## src/rtl/rstc_pkg.sv

```systemverilog
package rstc_pkg;
  localparam int NSRC = 4;
  localparam int SRC_PIN  = 0;
  localparam int SRC_WDOG = 1;
  localparam int SRC_SOFT = 2;
  localparam int SRC_CLKL = 3;

  typedef enum logic [1:0] {ST_IDLE = 2'd0, ST_WAIT = 2'd1, ST_HOLD = 2'd2} seq_t;

  // priority: pin, loss of clock, watchdog, software
  function automatic logic [NSRC-1:0] pick_cause(input logic [NSRC-1:0] v);
    logic [NSRC-1:0] r;
    r = '0;
    if (v[SRC_PIN])       r[SRC_PIN]  = 1'b1;
    else if (v[SRC_CLKL]) r[SRC_CLKL] = 1'b1;
    else if (v[SRC_WDOG]) r[SRC_WDOG] = 1'b1;
    else if (v[SRC_SOFT]) r[SRC_SOFT] = 1'b1;
    return r;
  endfunction
endpackage

```

## src/rtl/rstc_sync.sv

```systemverilog
module rstc_sync #(
  parameter int WIDTH  = 4,
  parameter int STAGES = 2
) (
  input  logic             clk,
  input  logic             por_n,
  input  logic [WIDTH-1:0] d,
  output logic [WIDTH-1:0] q
);
  logic [WIDTH-1:0] stg [STAGES];

  always_ff @(posedge clk or negedge por_n) begin
    if (!por_n) begin
      for (int i = 0; i < STAGES; i++) stg[i] <= '0;
    end else begin
      stg[0] <= d;
      for (int i = 1; i < STAGES; i++) stg[i] <= stg[i-1];
    end
  end

  assign q = stg[STAGES-1];
endmodule

```

## src/rtl/rstc_pinqual.sv

```systemverilog
module rstc_pinqual #(
  parameter int QUAL = 2
) (
  input  logic clk,
  input  logic por_n,
  input  logic s,
  output logic ok
);
  generate
    if (QUAL <= 1) begin : g_direct
      assign ok = s;
    end else begin : g_hist
      logic [QUAL-2:0] hist;
      always_ff @(posedge clk or negedge por_n) begin
        if (!por_n) hist <= '0;
        else begin
          hist[0] <= s;
          for (int i = 1; i < QUAL-1; i++) hist[i] <= hist[i-1];
        end
      end
      assign ok = s & (&hist);
    end
  endgenerate
endmodule

```

## src/rtl/rstc_seq.sv

```systemverilog
module rstc_seq
  import rstc_pkg::*;
#(
  parameter int HOLD_CYC = 16,
  parameter int NOUT     = 3,
  localparam int CW      = $clog2(HOLD_CYC)
) (
  input  logic            clk,
  input  logic            por_n,
  input  logic [NSRC-1:0] valid,
  input  logic            bus_busy,
  input  logic            bus_done,
  output logic [NOUT-1:0] rst_o,
  output logic [NSRC-1:0] cause_o,
  output logic            block_o
);
  seq_t st, st_n;
  logic [CW-1:0]   cnt, cnt_n;
  logic [NSRC-1:0] pend, pend_n, cause_n, seen;
  logic bus_end, any;

  assign bus_end = !bus_busy || bus_done;
  assign any     = |valid;
  assign seen    = pend | valid;

  always_comb begin
    st_n    = st;
    cnt_n   = cnt;
    pend_n  = pend;
    cause_n = cause_o;
    unique case (st)
      ST_IDLE: if (any) begin
        if (bus_end) begin
          st_n = ST_HOLD; cnt_n = '0; cause_n = pick_cause(valid);
        end else begin
          st_n = ST_WAIT; pend_n = valid;
        end
      end
      ST_WAIT: if (bus_end) begin
        st_n = ST_HOLD; cnt_n = '0; cause_n = pick_cause(seen); pend_n = '0;
      end else begin
        pend_n = seen;
      end
      ST_HOLD: if (any) cnt_n = '0;
        else if (cnt == CW'(HOLD_CYC - 1)) st_n = ST_IDLE;
        else cnt_n = cnt + 1'b1;
      default: st_n = ST_IDLE;
    endcase
  end

  always_ff @(posedge clk or negedge por_n) begin
    if (!por_n) begin
      st <= ST_HOLD; cnt <= '0; pend <= '0; cause_o <= '0;
    end else begin
      st <= st_n; cnt <= cnt_n; pend <= pend_n; cause_o <= cause_n;
    end
  end

  // one flop per reset control, all driven from the next-state decode
  generate
    for (genvar g = 0; g < NOUT; g++) begin : g_out
      always_ff @(posedge clk or negedge por_n) begin
        if (!por_n) rst_o[g] <= 1'b1;
        else        rst_o[g] <= (st_n == ST_HOLD);
      end
    end
  endgenerate

  assign block_o = (st != ST_IDLE) || any;

  // checker: consecutive edges with no valid request
  logic [CW:0] quiet;
  always_ff @(posedge clk or negedge por_n) begin
    if (!por_n) quiet <= '0;
    else if (any) quiet <= '0;
    else if (quiet != (CW+1)'(HOLD_CYC)) quiet <= quiet + 1'b1;
  end

  p_apply_at_bus_end_r3: assert property (@(posedge clk) disable iff (!por_n)
    $rose(rst_o[0]) |-> $past(!bus_busy || bus_done));

  p_release_after_quiet_r4: assert property (@(posedge clk) disable iff (!por_n)
    $fell(rst_o[0]) |-> (quiet >= (CW+1)'(HOLD_CYC)));

  p_outputs_together_r5: assert property (@(posedge clk) disable iff (!por_n)
    rst_o == {NOUT{rst_o[0]}});

  p_cause_onehot_r6: assert property (@(posedge clk) disable iff (!por_n)
    $onehot0(cause_o));

  p_cause_frozen_r6: assert property (@(posedge clk) disable iff (!por_n)
    !$rose(rst_o[0]) |-> $stable(cause_o));
endmodule

```

## src/rtl/safe_reset_ctrl.sv

```systemverilog
module safe_reset_ctrl
  import rstc_pkg::*;
#(
  parameter int SYNC_STAGES = 2,
  parameter int PIN_QUAL    = 2,
  parameter int HOLD_CYCLES = 16
) (
  input  logic            clk,
  input  logic            por_n,
  input  logic            rst_pin_n,
  input  logic            wdog_req,
  input  logic            soft_req,
  input  logic            clkloss_req,
  input  logic            bus_busy,
  input  logic            bus_done,
  input  logic            exc_req,
  output logic            exc_take,
  output logic            cpu_rst,
  output logic            periph_rst,
  output logic            ext_rst_oe,
  output logic [NSRC-1:0] cause
);
  localparam int NOUT = 3;

  logic [NSRC-1:0] raw, synced, valid;
  logic [NOUT-1:0] rst_vec;
  logic            blocked;

  always_comb begin
    raw           = '0;
    raw[SRC_PIN]  = ~rst_pin_n;
    raw[SRC_WDOG] = wdog_req;
    raw[SRC_SOFT] = soft_req;
    raw[SRC_CLKL] = clkloss_req;
  end

  rstc_sync #(.WIDTH(NSRC), .STAGES(SYNC_STAGES)) u_sync (
    .clk(clk), .por_n(por_n), .d(raw), .q(synced));

  rstc_pinqual #(.QUAL(PIN_QUAL)) u_qual (
    .clk(clk), .por_n(por_n), .s(synced[SRC_PIN]), .ok(valid[SRC_PIN]));

  assign valid[NSRC-1:1] = synced[NSRC-1:1];

  rstc_seq #(.HOLD_CYC(HOLD_CYCLES), .NOUT(NOUT)) u_seq (
    .clk(clk), .por_n(por_n), .valid(valid), .bus_busy(bus_busy),
    .bus_done(bus_done), .rst_o(rst_vec), .cause_o(cause), .block_o(blocked));

  assign cpu_rst    = rst_vec[0];
  assign periph_rst = rst_vec[1];
  assign ext_rst_oe = rst_vec[2];
  assign exc_take   = exc_req && !blocked;

  p_exc_blocked_r7: assert property (@(posedge clk) disable iff (!por_n)
    exc_take |-> !cpu_rst);
endmodule

```

## config.mk

```make
export PLATFORM = sky130hd
export DESIGN_NAME = safe_reset_ctrl
export DESIGN_NICKNAME = d
export VERILOG_FILES = /design/src/rtl/rstc_pkg.sv /design/src/rtl/rstc_sync.sv /design/src/rtl/rstc_pinqual.sv /design/src/rtl/rstc_seq.sv /design/src/rtl/safe_reset_ctrl.sv
export SDC_FILE = /design/constraint.sdc
export NUM_CORES = 1
export LEC_CHECK = 0
export BUFFER_PORTS_ARGS = -buffer_cell sky130_fd_sc_hd__buf_4
export CAP_MARGIN = 20
export CORE_MARGIN = 5
export CORE_UTILIZATION = 30
export DETAILED_ROUTE_END_ITERATION = 12
export PLACE_DENSITY = 0.48
export SLEW_MARGIN = 5
export SYNTH_ARGS = -nofsm -noshare
export SYNTH_HDL_FRONTEND = slang
export SYNTH_SLANG_ARGS = --single-unit
```

## constraint.sdc

```tcl
create_clock -name clk -period 1.9 [get_ports clk]
set_input_delay 0.285 -clock clk [delete_from_list [all_inputs] [get_ports clk]]
set_output_delay 0.285 -clock clk [all_outputs]
set_load 0.05 [all_outputs]
```

==> metrics.txt <==
met2 usage 13.5%; multiplexer share of the synthesized area 2.88%; headroom to the max-slew limit 70.6%; CP max-delay cell dfrtp_1; DR vias 863; critical path class flop to output port; post-synthesis net count 113; slowest cell delay on critical path 420 ps; WP data arrival 1520 ps; area grow syn2layout 22.8%; DR DRC count 0; asr flop ratio synth 100%; Sequential cell area 603 sq um; Netlist cell types 43; hold path depth 1; Die H 71.4 um; nets 134; vias in the first global route 791; initial antenna violation count 0; ys flop type dfrtp_1; Synth Area in XOR/XNOR 0%; Starting Density 30.9%; num ports 17; Syn Inst Count 103; All-Layer GR Usage 9.78%; DPL Wire Length 1.58 mm; clk sink count 24; Placed Cells 162; ANT nets after route 0; Final Hold Vio Count 0; gr ovfl total 0; first-pass GRT wire length 3.96 mm; period utilization 94.9%; Crit. Startpoint u_sync.q[0]; root buffer cell clkbuf_8; CP Max Fanout 9; CTS Buf Count 3; # fillers 368; RSZ-0062 raised after global routing false; Synth Register Bits 24; worst min path class input port to flop; Worst Min Path Start soft_req; antenna cell count 0; Peak VDD IR 0.314 mV; DRT iter0 DRCs 37; drt first pass iters 4; Routability Congestion 0.735; Period minus WS final 1800 ps; R2R Setup Slk 240 ps; die area 0.00510 sq mm; Buffers on Ports 16; status completed; sequential fraction of the synthesis area 53.3%; max frequency 0.555 GHz; CP dominant cell by count buf_4; Hold Path Sink u_sync.stg[6]; H-tree levels 1; GRT busiest layer met1; Final Power 0.00106 W; share of layout cells above drive strength 1 26.0%; die width 71.4 um; final-report setup violation count 0; clock slew at reported path FFs 90 ps; Worst Setup End Kind output port; Post-Synth Adder-Cell Area 1.11%; Worst-Skew Late Latency 270 ps; Slew @ Worst Pin 440 ps; FF-to-FF path depth 5; maximum buffer depth of the clock tree 2; largest family of logic cells by synthesized area compound AO/OA/AOI/OAI gates; routed len/inst 13.2 um; total length of routed wires 2.26 mm; Clock Skews 3.48 ps; total of max-cap violations 0; Pwr Density 762 mW/mm^2; Hold WS 116 ps; compound-cell area share of the yosys netlist 21.3%; largest net degree at the start of global routing 25; warnings from Yosys 0; reg2reg end u_seq.cause_o[3]; Simple-Gate Fraction of Synth Area 14.7%; Leak 0.593 nW; CP cell instances a211oi_1 -> buf_4 -> and4_1 -> buf_4; setup TNS 0 ps; vias per inst 5.05; fin util 37.9%; Core ar. 0.00366 sq mm; reg2reg start u_sync.q[0]; met3 usage 1.96%; final cell count without fillers 171; Post-synth EDFFs 0; # rows 22; critical path data required time 1620 ps; GR Util met1 14.3%; CP Launch Type flop; synthesized area 0.00113 sq mm; average cell area after synthesis 11.0 sq um; CTS tree built; fin. max-slew vios 0; area of the multi-input gates 458 sq um
state kept, by name, summed over array words and instances (netlist names):
name and flops:
u_qual.g_hist.hist 1, u_seq.cause_o 4, u_seq.cnt 4, u_seq.pend 4
u_seq.rst_o 1, u_seq.st 2, u_sync.q 4, u_sync.stg 4
metrics by stage:
step	setup WS [ps]	cell area (sq um)
after floorplan	51.6	1130
after global placement	292	1290
after detailed placement	284	1290
after CTS	41.8	1350
after global routing	11.7	1390
final	97.4	1390
per-layer routing:
| layer | routed length [um] | part of all wire (%) |
|---|---|---|
| met5 | 0 | 0 |
| met4 | 51 | 2.3 |
| met2 | 943 | 42 |
| met1 | 1170 | 52 |
| met3 | 99 | 4.4 |
timing repair:
action,CTS,global route
endpoints found under the setup margin,0,1
hold endpoints to repair,22,0
hold buffers,1,0
buffers inserted,0,4
resized for setup,0,1
kinds of logic after synthesis:
| kind of cell | count (synthesis) |
|---|---|
| flops | 24 |
| simple gates | 26 |
| fa+ha+maj | 1 |
| buf+inv | 17 |
| mux | 3 |
| compound gates | 32 |
synthesized netlist by cell type, types with 2 or more instances:
library cell / instances / area (sq um)
o2111ai_1: 3 / 26.3
nand2b_1: 2 / 12.5
and2_1: 3 / 18.8
nand4_1: 3 / 18.8
o31a_1: 2 / 17.5
nor3_1: 3 / 15.0
inv_1: 10 / 37.5
buf_2: 2 / 10.0
o211ai_1: 2 / 15.0
clkbuf_1: 2 / 7.51
o221ai_1: 2 / 17.5
o221a_1: 2 / 22.5
dfstp_2: 2 / 52.6
a21oi_1: 10 / 50.1
dfrtp_1: 22 / 551
nor2b_1: 2 / 12.5
nand3_1: 2 / 10.0
and4_1: 2 / 17.5
buf_4: 2 / 15.0
mux2_2: 2 / 22.5
worst max path at each step:
| stage | end | slack (ps) | depth (start not counted) |
|---|---|---|---|
| 6_report | exc_take | 100 | 4 |
| 5_1_grt | exc_take | 10 | 4 |
| 4_1_cts | exc_take | 40 | 4 |
| 3_5_place_dp | u_seq.pend[3] | 280 | 3 |
| 3_3_place_gp | u_seq.pend[3] | 290 | 3 |
| 2_1_floorplan | exc_take | 50 | 3 |
critical path: cells and delay by family (launching register included):
family	cells	cell delay, ps
buffers and inverters	2	380
AND/OR/NAND/NOR	1	200
flip-flops	1	420
AO/OA/AOI/OAI	1	240
report_power, final:
part	total, W	internal (W)	leakage, nW	switching (W)
Clock	0.000350	0.000185	0.0288	0.000165
Combinational	0.000154	0.0000574	0.261	0.0000967
Sequential	0.000555	0.000537	0.303	0.0000180
Total	0.00106	0.000779	0.593	0.000279
area by class of cell:
type / count / share of cell area (%)
clock buffer: 4 / 3.96
multi-input combinational: 62 / 33.0
sequential: 24 / 43.4
timing repair buffer: 23 / 12.6
tap: 48 / 4.32
inverter: 10 / 2.70
layout by cell type, fill, tap and decap left out, types with 2 or more instances in the layout:
master / count
o31a_1: 2
nand3_1: 2
mux2_2: 2
nor3_1: 3
o221a_1: 2
dfstp_2: 2
inv_1: 10
o211ai_1: 2
o2111ai_1: 3
and4_1: 2
o221ai_1: 2
a21oi_1: 10
and2_1: 3
clkbuf_8: 4
nand2b_1: 2
nand4_1: 3
nor2b_1: 2
buf_4: 22
dfrtp_1: 22
(Power assumes the default switching activity.)
